--- src/rtl/rbc_pkg.sv ---
package rbc_pkg;
    localparam int DIGIT_W = 4;
    localparam int XFER_W  = 2;
    localparam int RES_MIN = -5;
    localparam int RES_MAX = 4;
    localparam logic [DIGIT_W-1:0] BCD_MAX  = 4'd9;
    localparam logic [DIGIT_W-1:0] RADIX_FIX = 4'd10;

    // Offset-coded transfer (code c means c-1) to a 4-bit two's-complement value.
    function automatic logic [DIGIT_W-1:0] xfer_to_sdig(input logic [XFER_W-1:0] code);
        return {2'b00, code} + 4'hF;
    endfunction
endpackage

--- src/rtl/rbc_digit_form.sv ---
module rbc_digit_form
    import rbc_pkg::*;
#(
    parameter int NDIG = 8,
    localparam int DW = DIGIT_W * NDIG,
    localparam int XW = XFER_W * (NDIG - 1)
) (
    input  logic [DW-1:0]   res_i,
    input  logic [XW-1:0]   xfer_i,
    output logic [DW-1:0]   sdig_o,
    output logic [NDIG-1:0] bgen_o,   // generate of digit i-1 (index 0 is zero)
    output logic [NDIG-1:0] bprop_o   // propagate of digit i-1 (index 0 is zero)
);
    logic [DIGIT_W-1:0] sum_w [NDIG];

    for (genvar i = 0; i < NDIG; i++) begin : g_dig
        logic [DIGIT_W-1:0] opa, opb, gk, pk, cy;
        assign opa = res_i[DIGIT_W*i +: DIGIT_W];
        if (i == 0) begin : g_lsd
            assign opb = '0;
        end else begin : g_upper
            assign opb = xfer_to_sdig(xfer_i[XFER_W*(i-1) +: XFER_W]);
        end
        // 4-bit carry-lookahead adder
        assign gk = opa & opb;
        assign pk = opa ^ opb;
        assign cy[0] = 1'b0;
        assign cy[1] = gk[0];
        assign cy[2] = gk[1] | (pk[1] & gk[0]);
        assign cy[3] = gk[2] | (pk[2] & gk[1]) | (pk[2] & pk[1] & gk[0]);
        assign sum_w[i] = pk ^ cy;
        assign sdig_o[DIGIT_W*i +: DIGIT_W] = sum_w[i];
    end

    assign bgen_o[0]  = 1'b0;
    assign bprop_o[0] = 1'b0;
    for (genvar i = 1; i < NDIG; i++) begin : g_gp
        assign bgen_o[i]  = sum_w[i-1][DIGIT_W-1];
        assign bprop_o[i] = (sum_w[i-1] == '0);
    end
endmodule

--- src/rtl/rbc_borrow_tree.sv ---
module rbc_borrow_tree #(
    parameter int NDIG = 8,
    localparam int LVL = (NDIG > 1) ? $clog2(NDIG) : 0,
    localparam int PLV = (LVL > 0) ? LVL - 1 : 0
) (
    input  logic [NDIG-1:0] bgen_i,
    input  logic [NDIG-1:0] bprop_i,
    input  logic            bin_i,
    output logic [NDIG-1:0] borrow_o
);
    logic [NDIG-1:0] gl [0:LVL];
    logic [NDIG-1:0] pl [0:PLV];

    assign gl[0] = bgen_i;
    assign pl[0] = bprop_i;

    for (genvar k = 0; k < LVL; k++) begin : g_lvl
        localparam int DIST = 1 << k;
        for (genvar i = 0; i < NDIG; i++) begin : g_node
            if (i >= DIST) begin : g_comb
                assign gl[k+1][i] = gl[k][i] | (pl[k][i] & gl[k][i-DIST]);
                if (k + 1 <= PLV) begin : g_p
                    assign pl[k+1][i] = pl[k][i] & pl[k][i-DIST];
                end
            end else begin : g_edge
                assign gl[k+1][i] = gl[k][i] | (pl[k][i] & bin_i);
                if (k + 1 <= PLV) begin : g_p
                    assign pl[k+1][i] = pl[k][i];
                end
            end
        end
    end

    assign borrow_o = gl[LVL];
endmodule

--- src/rtl/rbc_digit_fix.sv ---
module rbc_digit_fix
    import rbc_pkg::*;
#(
    parameter int NDIG = 8,
    localparam int DW = DIGIT_W * NDIG
) (
    input  logic [DW-1:0]   sdig_i,
    input  logic [NDIG-1:0] borrow_i,
    output logic [DW-1:0]   bcd_o
);
    for (genvar i = 0; i < NDIG; i++) begin : g_fix
        logic [DIGIT_W-1:0] d;
        logic [DIGIT_W:0]   diff;
        assign d    = sdig_i[DIGIT_W*i +: DIGIT_W];
        assign diff = {d[DIGIT_W-1], d} - {{DIGIT_W{1'b0}}, borrow_i[i]};
        assign bcd_o[DIGIT_W*i +: DIGIT_W] = diff[DIGIT_W] ? (diff[DIGIT_W-1:0] + RADIX_FIX)
                                                           : diff[DIGIT_W-1:0];
    end
endmodule

--- src/rtl/rbc_converter.sv ---
module rbc_converter
    import rbc_pkg::*;
#(
    parameter int NDIG = 8,
    localparam int DW = DIGIT_W * NDIG,
    localparam int XW = XFER_W * (NDIG - 1)
) (
    input  logic          clk,
    input  logic          rst_n,
    input  logic          valid_i,
    input  logic [DW-1:0] res_i,
    input  logic [XW-1:0] xfer_i,
    output logic          valid_o,
    output logic [DW-1:0] bcd_o
);
    typedef struct packed {
        logic            s1_vld;
        logic [DW-1:0]   s1_dig;
        logic [NDIG-1:0] s1_bg;
        logic [NDIG-1:0] s1_bp;
        logic            out_vld;
        logic [DW-1:0]   out_bcd;
    } pipe_t;

    pipe_t st_d, st_q;

    logic [DW-1:0]   form_dig;
    logic [NDIG-1:0] form_bg, form_bp;
    logic [NDIG-1:0] borrow;
    logic [DW-1:0]   fixed_bcd;

    rbc_digit_form #(.NDIG(NDIG)) form_i (
        .res_i   (res_i),
        .xfer_i  (xfer_i),
        .sdig_o  (form_dig),
        .bgen_o  (form_bg),
        .bprop_o (form_bp)
    );

    rbc_borrow_tree #(.NDIG(NDIG)) tree_i (
        .bgen_i   (st_q.s1_bg),
        .bprop_i  (st_q.s1_bp),
        .bin_i    (1'b0),
        .borrow_o (borrow)
    );

    rbc_digit_fix #(.NDIG(NDIG)) fix_i (
        .sdig_i   (st_q.s1_dig),
        .borrow_i (borrow),
        .bcd_o    (fixed_bcd)
    );

    always_comb begin
        st_d         = st_q;
        st_d.s1_vld  = valid_i;
        if (valid_i) begin
            st_d.s1_dig = form_dig;
            st_d.s1_bg  = form_bg;
            st_d.s1_bp  = form_bp;
        end
        st_d.out_vld = st_q.s1_vld;
        if (st_q.s1_vld) begin
            st_d.out_bcd = fixed_bcd;
        end
    end

    always_ff @(posedge clk or negedge rst_n) begin
        if (!rst_n) begin
            st_q <= '0;
        end else begin
            st_q <= st_d;
        end
    end

    assign valid_o = st_q.out_vld;
    assign bcd_o   = st_q.out_bcd;
endmodule

--- config.mk ---
export PLATFORM = sky130hd
export DESIGN_NAME = rbc_converter
export DESIGN_NICKNAME = d
export VERILOG_FILES = /design/src/rtl/rbc_pkg.sv /design/src/rtl/rbc_digit_form.sv /design/src/rtl/rbc_borrow_tree.sv /design/src/rtl/rbc_digit_fix.sv /design/src/rtl/rbc_converter.sv
export SDC_FILE = /design/constraint.sdc
export NUM_CORES = 1
export LEC_CHECK = 0
export ABC_AREA = 1
export CAP_MARGIN = 40
export CORE_UTILIZATION = 40
export CTS_CLUSTER_DIAMETER = 150
export DETAILED_ROUTE_END_ITERATION = 12
export GPL_TIMING_DRIVEN = 0
export PLACE_DENSITY_LB_ADDON = 0.15
export SETUP_SLACK_MARGIN = 0.3
export SYNTH_ARGS = -nofsm -noshare
export SYNTH_HDL_FRONTEND = slang
export SYNTH_SLANG_ARGS = --single-unit
--- constraint.sdc ---
create_clock -name clk -period 2 [get_ports clk]
set_input_delay 0.3 -clock clk [delete_from_list [all_inputs] [get_ports clk]]
set_output_delay 0.3 -clock clk [all_outputs]
set_load 0.02 [all_outputs]
# After elaboration in Yosys (flattened, before gate mapping)
# Cells that the tools add are included.
[totals]
reg_bits = 80
latch_bits = 0
mem_bits_rw = 0
mem_bits_ro = 0
in_bits = 49
output_inout_bits = 33
wordCells = 149
n_memories = 0
[op_classes]
n_addsub = 22
mul = 0
div_mod_pow = 0
n_lt_le_gt_ge = 0
n_eq_ne = 0
shifts = 0
n_mux = 8
bitwise_logic = 106
reduce_logical = 7
[ops]
columns = ["op", "n"]
rows = [
  ["XOR 4 bit", 14],
  ["bitwise AND 1 bit", 50],
  ["OR 1 bit", 35],
  ["subtractor 4 x 2 -> 5 bit", 7],
  ["adder 4 bit (second input constant)", 8],
  ["2-to-1 mux 4 bit", 8],
  ["adder 3 x 1 -> 4 bit (second input constant)", 7],
  ["zero test 4 bit", 7],
  ["bitwise AND 3 bit", 7],
]

# Longest topological paths before layout
# Gate-level depths: netlist of the first run.
[depth]
word_depth = 8
ltp_mapped = 20

# Modules after synthesis
# Synthesis of the first run repeated with hierarchy kept, for this count alone.
[hier_totals]
hier_cells = 847
area_unflattened_um2 = 5923.2
[modules_own_cells]
columns = ["mod", "n_inst", "cells_each", "area_each_um2"]
rows = [
  ["rbc_converter", 1, 374, 3306.9],
  ["rbc_digit_form", 1, 191, 1262.5],
  ["rbc_digit_fix", 1, 224, 1121.1],
  ["rbc_borrow_tree", 1, 58, 232.7],
]

# Least setup slack after synthesis of the first run
# No wires, ideal clock.
[synth_timing]
path_type = "reg-to-reg"
from = "register, netlist name st_q[56]"
to = "register st_q, in the netlist bcd_o[27]"
setup_ns = 0.117
arrival_time_ns = 1.867
required_ns = 1.883
setup_slack_ns = 0.015
path_stages_with_launch = 20
cell_sequence = "dfrtp_1 > inv_1 > nand2_2 > nand2_2 > nand2_4 > nand2_2 > nand2_2 > nand2_2 > nand2_2 > ha_1 > ha_1 > nand2_1 > nand2_1 > ha_1 > inv_1 > nand2_1 > inv_1 > nand2_1 > nand3_1 > nand2_1"
[synth_lines]
columns = ["element", "line", "source"]
rows = [
  ["end signal: assignment", "rbc_converter.sv:71", "st_q <= st_d;"],
  ["end: declaration", "rbc_converter.sv:25", "pipe_t st_d, st_q;"],
]

==> impl_results.md, run 1 <==
- CP max FO: 2
- R2R cell count: 16
- RSZ-0062 raised after global routing: true
- GP Congestion: 0.792
- Initial cell density of the core: 0.409
- Fin area: 7090 µm²
- Synth top area share: 0.366
- Reg2reg end: bcd_o[11]
- Drt wl/cell: 13.6 µm
- Port-buffer cells: 81
- Syn_nets: 750
- Via count: 4445
- Rel. slew slack: 0.571
- Syn Inst Count: 644
- Total grt overflow: 0
- Violated checks: setup timing
- Area Overhead vs Synth: 44.2%
- Multi-input combinational cell area: 3040 µm²
- Pleak: 3.78 nW
- Detailed Place HPWL: 8370 µm
- Vias in the first global route: 4213
- Vert. Die Dim: 113 µm
- Cell Rows: 40
- Placed insts: 873
- Main combinational cell family by area after synthesis: simple AND/OR/NAND/NOR gates
- Fillers: 1094
- Clk Latency, worst-skew pair: 0.33 ns
- Crit. End Element: flip-flop
- TritonCTS buffer count: 9
- Final Skew: 0.00322 ns
- Drt total wl: 12500 µm
- Combinational share of power: 0.450
- WHS Path Cells: 0
- Clock Sinks: 72
- Vias/cell: 4.85
- CTS tree: done
- Crit path launch type: flip-flop
- Clock network fraction of total power: 0.236
- Number of DRC markers in iteration 0: 226
- VDD IR-drop max: 0.467 mV
- Worst Max-Slew Pin Slew: 0.644 ns
- Reg-to-reg startpoint: st_q[52]
- Residual DRC: 0
- Area share of and/or/nand/nor cells after synthesis: 0.251
- Synth Area in Compound Gates: 0.0644
- Cell area after synthesis: 4920 µm²
- Reg power frac: 0.314
- Most frequent cell after synthesis: nand2_1
- Largest net degree at the start of global routing: 44
- Sequential area share after synthesis: 0.366
- IO Pins: 82
- Antenna violations before repair: 0
- Hold-critical path endpoint: valid_o
- Final Setup Violations: 6
- CTS Buffer Depth: 2
- PwrDens: 872 nW/µm²
- Antenna cell count: 0
- Switch Pwr: 2.19 mW
- Register area: 1800 µm²
- Sw Share: 0.354
- Pint: 3.99 mW
- TNS Setup: -0.240 ns
- Global-route wire length before repair: 19500 µm
- WS Path Type: reg -> reg
- Number of enable flip-flop cells after synthesis: 0
- Mean Syn Cell Area: 7.64 µm²
- Synth area leaders: dfrtp_1, nand2_1, ha_1
- Final Hold Viols: 0
- Synth warnings: 0
- Reg clk slew, reported paths: 0.06 ns
- Mux contribution to synthesized area: 0
- Fin nets: 874
- Worst setup margin: -0.0780 ns
- Pins Over Slew Limit: 0
- Gr usage total: 0.195
- Layout cells sized above 1: 0.279
- Fin crit share: 1.04
- Synth cell types: 20
- Die area: 12700 µm²
- Max Freq: 481 MHz
- Status: finished with violations
- Synth Area in Adders: 0.156
- First drt pass iteration count: 5
- Core outline area: 12000 µm²
- Number of max-cap violations: 0
- Critical path arrival: 2.30 ns
- Ys flop type: dfrtp_1
- Hold crit path type: reg -> reg
- Post-synth top cells: nand2_1, inv_1, dfrtp_1
- Root Buffer Master: clkbuf_16
- Detail Route Antenna Nets: 0
- CP required: 2.22 ns
- Yosys reg bits: 72
- Async SR Flop Fraction: 1.00
- Total power: 6.18 mW
- Post-Layout Cell Count: 917
- Hold Crit Start: st_d[32]
- Die Wd: 113 µm
- Placed cell areas: 6040 µm²
- Flop2flop setup slack: -0.08 ns
- Tmin final: 2.08 ns
- CTS H-tree depth: 3
- Synth area leader: dfrtp_1
- Synth Area in XOR/XNOR: 0.0285
## area by class of cell
cell class                 count  share of cell area
tap                          147              0.0259
timing repair buffer         113               0.160
buffer                        45              0.0425
clock inverter                 1            0.000706
clock buffer                  12              0.0362
inverter                      95              0.0521
multi-input combinational    432               0.429
sequential                    72               0.254
## kinds of logic after synthesis
logic type / Yosys count
XOR/XNOR: 16
adder cells (fa/ha/maj): 57
buffers and inverters: 140
AND/OR/NAND/NOR: 299
AO/OA/AOI/OAI: 60
flip-flops: 72
## per-stage QoR
step	hold slack, ns	setup slack, ns	util
floorplan	0.00441	0.0886	-
global placement	0.419	-1.91	0.501
detailed placement	0.259	-0.241	0.503
CTS	0.433	-0.0193	0.553
global route	0.442	-0.160	0.590
finish	0.434	-0.0780	0.590
## per-layer routing
metal	vias to the layer above	part of all wire	track usage
met1	2056	0.44	0.246
met2	109	0.49	0.340
li1	2252	-	-
met5	-	0	0
met4	0	0.025	0.0667
met3	28	0.043	0.0305
## power by group through the flow
| stage | sequential (mW) | clock [mW] | combinational (mW) |
|---|---|---|---|
| floorplan | 1.90 | 0 | 1.55 |
| global placement | 1.95 | 0 | 2.22 |
| detailed placement | 1.96 | 0 | 2.28 |
| CTS | 1.93 | 1.48 | 2.50 |
| global route | 1.98 | 1.55 | 3.07 |
| finish | 1.94 | 1.46 | 2.78 |
## cells in the final DEF, fill, tap and decap left out, types with 2 or more instances in the layout
cell             synthesis  routed
ha_1                    50      22
xor2_1                  10       9
nand3_2                  0       9
xnor2_1                  6       5
inv_4                    0       5
nand2_4                  1      17
a31oi_1                 13      13
nand2_1                193     161
clkbuf_1                 5       6
buf_2                    7       7
inv_2                    2      33
a21oi_1                 10       6
dfrtp_1                 72      71
ha_4                     0      26
inv_1                   93      57
buf_6                    0       6
nand3_1                 56      47
o21ai_0                 37      35
or2_4                    0       3
clkbuf_8                 0       2
fa_1                     7       6
clkbuf_16                0       9
dlymetal6s2s_1           0      22
dlygate4sd2_1            0      14
a21oi_2                  0       4
clkdlybuf4s50_1          0      44
nand2_2                  7      23
nor2_1                  35      34
or2_2                    6       3
buf_4                   33      58
ha_2                     0       2
## how the worst max path moves through the flow
stage                 to  cells past startpoint       from
6_report       bcd_o[11]                     16   st_q[52]
5_1_grt        bcd_o[19]                     18   st_q[52]
4_1_cts        bcd_o[27]                     18   st_q[52]
3_5_place_dp    st_q[39]                      9  xfer_i[8]
3_3_place_gp   bcd_o[26]                      1      rst_n
2_1_floorplan  bcd_o[27]                     18   st_q[52]
## critical path, cell delays in order (launching register included)
cell	delay [ns]
dfrtp_2	0.42
nand2_2	0.09
nand2_4	0.06
buf_4	0.13
buf_6	0.10
buf_6	0.10
buf_6	0.10
ha_4	0.15
ha_4	0.28
inv_4	0.04
ha_4	0.15
inv_2	0.05
nand2_2	0.06
inv_2	0.05
nand2_1	0.04
nand3_1	0.07
nand2_1	0.05
## state kept, by name, summed over array words and instances (netlist names)
name     cells
st_d         1
st_q        38
bcd_o       32
valid_o      1
## timing repair
action	4_1_cts	5_1_grt
endpoints found under the hold margin	29	0
hold buffers	1	0
endpoints found under the setup margin	31	53
buffers inserted	16	14
cloned	0	0
pin swaps	52	52
gates resized for setup	73	96
No activity file was read; power rests on OpenSTA's default activity.
==> run 2: changes to the inputs <==
--- a/config.mk
+++ b/config.mk
@@ -7,7 +7,7 @@
 export LEC_CHECK = 0
 export ABC_AREA = 1
 export CAP_MARGIN = 40
-export CORE_UTILIZATION = 40
+export CORE_UTILIZATION = 49
 export CTS_CLUSTER_DIAMETER = 150
 export DETAILED_ROUTE_END_ITERATION = 12
 export GPL_TIMING_DRIVEN = 0
==> run 2 against run 1 <==
  * The run still ends with setup timing left
  * Sequential power about the same
  * Highest routed layer unchanged
  * Largest cell class unchanged
  * Total power down 1.3%
  * Final cell count down 1.4%
  * First-iteration DRC count up 9.7%
==> impl_results.md, run 2 (same netlist as run 1, synthesis figures left out) <==
- Status: finished with violations
- Violated checks: setup timing
- Largest net degree at the start of global routing: 50
- Reg power frac: 0.317
- Crit path launch type: flip-flop
- Post-Layout Cell Count: 904
- First drt pass iteration count: 5
- Placement Setup Slack: -0.263 ns
- Drt total wl: 13500 µm
- Core outline area: 9730 µm²
- Combinational share of power: 0.452
- Number of DRC markers in iteration 0: 248
- Max reg flops: 38
- Final Hold Viols: 0
- Most frequent cells in the layout: nand2_1, dfrtp_1, buf_4
- Vias/cell: 5.16
- Die Wd: 102 µm
- Clock network fraction of total power: 0.231
- Fin nets: 873
- WS Path Type: reg -> reg
- Max Freq: 494 MHz
- Drt wl/cell: 15.0 µm
- PwrDens: 870 nW/µm²
- Pins Over Slew Limit: 0
- Reg2reg end: bcd_o[27]
- Via count: 4666
- Hold crit path type: in -> async
- Fin area: 7010 µm²
- Residual DRC: 0
- Root Buffer Master: clkbuf_8
- R2R cell count: 18
- Final Setup Violations: 2
- VDD IR-drop max: 0.462 mV
- Antenna cell count: 0
- Sw Share: 0.365
- Number of max-cap violations: 0
- CP max FO: 4
- Gr usage total: 0.261
- Detailed Place HPWL: 8540 µm
- Antenna violations before repair: 0
- Worst setup margin: -0.0251 ns
- Pleak: 3.67 nW
- Reg with most FFs: st_q
- Critical path arrival: 2.27 ns
- Reg-to-reg startpoint: st_q[52]
- Switch Pwr: 2.22 mW
- TritonCTS buffer count: 9
- Placed cell areas: 6030 µm²
- Area Overhead vs Synth: 42.6%
- Vias in the first global route: 4570
- Clock Sinks: 72
- RSZ-0062 raised after global routing: true
- Die area: 10400 µm²
- Tmin final: 2.03 ns
- Detail Route Antenna Nets: 0
- Vert. Die Dim: 102 µm
- IO Pins: 82
- CTS tree: done
- CTS Buffer Depth: 2
- Rel. slew slack: 0.607
- CP required: 2.25 ns
- Final Skew: 0.00953 ns
- Worst Max-Slew Pin Slew: 0.589 ns
- Most common cell after layout, fill and taps aside: nand2_1
- CTS H-tree depth: 3
- Placed insts: 859
- Layout cells sized above 1: 0.285
- Clk Latency, worst-skew pair: 0.35 ns
- Cell Rows: 36
- GP Congestion: 0.839
- Pint: 3.87 mW
- Post-layout util: 0.721
- Total grt overflow: 0
- Fin crit share: 1.01
- Global-route wire length before repair: 20700 µm
- Port-buffer cells: 81
- Flop2flop setup slack: -0.03 ns
- Reg clk slew, reported paths: 0.08 ns
- Crit. End Element: flip-flop
- Initial cell density of the core: 0.505
==> run 2: changes by cell type in the layout (fill, tap and decap cells not counted), sizes merged <==
cell / previous run / this run
dlygate4sd2: 14 / 28
clkbuf: 17 / 15
clkdlybuf4s50: 44 / 38
bufinv: 0 / 3
buf: 72 / 71
dlymetal6s2s: 22 / 14
clkinvlp: 0 / 1
==> run 2: worst max-delay path, stage by stage (launching register included) <==
cell and delay (ns):
dfrtp_2 0.43, nand2_2 0.09, nand2_4 0.07, nand2_4 0.06
nand2_4 0.06, nand2_2 0.06, nand2_2 0.06, nand2_2 0.09
nand2_4 0.06, ha_4 0.17, ha_4 0.28, inv_4 0.04
ha_4 0.14, inv_2 0.04, nand2_2 0.05, inv_1 0.05
nand2_1 0.04, nand3_1 0.07, nand2_1 0.05
==> run 2: how the worst max path moves through the flow <==
stage               startpoint        end  slack (ns)
global placement         rst_n   st_q[71]       -1.89
global route          st_q[52]  bcd_o[27]       -0.12
CTS                   st_q[52]  bcd_o[27]       -0.01
detailed placement  xfer_i[10]   st_q[40]       -0.26
floorplan             st_q[52]  bcd_o[27]        0.09
finish                st_q[52]  bcd_o[27]       -0.03
==> run 2: cell type report <==
| class | instances | area [µm²] |
|---|---|---|
| clock buffer | 10 | 128 |
| clock inverter | 5 | 106 |
| timing repair buffer | 112 | 1090 |
| buffer | 45 | 302 |
| inverter | 95 | 372 |
| tap | 133 | 166 |
| fill | 767 | 2720 |
| sequential | 72 | 1800 |
| multi-input combinational | 432 | 3050 |
==> run 2: repair_timing <==
item                                   4_1_cts  5_1_grt
hold buffers                                 1        0
resized for setup                           84       95
setup buffers                               19       10
pin swaps                                   47       43
endpoints found under the hold margin       23        0
cloned                                       0        0
setup endpoints to repair                   44       39
==> run 2: layer usage <==
metal  wire [µm]  global-route usage
met5           0                   0
met4         365               0.119
met1        5360               0.310
met3         694              0.0294
met2        7100               0.473
==> run 2: through the flow <==
stage	TNS, ns	power [mW]	hold slack (ns)
2_1_floorplan	0	3.45	0.00441
4_1_cts	-0.0115	5.77	0.397
6_report	-0.0475	6.10	0.394
3_5_place_dp	-2.10	4.25	0.231
5_1_grt	-0.612	6.48	0.428
3_3_place_gp	-137.18	4.15	0.419
==> run 2: power groups by stage <==
stage	Combinational [mW]	Sequential, mW	Clock (mW)
2_1_floorplan	1.55	1.90	0
3_3_place_gp	2.21	1.94	0
3_5_place_dp	2.30	1.95	0
4_1_cts	2.45	1.92	1.40
5_1_grt	3.04	1.97	1.47
6_report	2.76	1.93	1.41
==> run 3: changes to the inputs <==
--- a/config.mk
+++ b/config.mk
@@ -13,6 +13,7 @@
 export GPL_TIMING_DRIVEN = 0
 export PLACE_DENSITY_LB_ADDON = 0.15
 export SETUP_SLACK_MARGIN = 0.3
+export SLEW_MARGIN = 10
 export SYNTH_ARGS = -nofsm -noshare
 export SYNTH_HDL_FRONTEND = slang
 export SYNTH_SLANG_ARGS = --single-unit
==> results of run 3 <==
No change in the layout: final DEF, timing and power equal those of run 2.
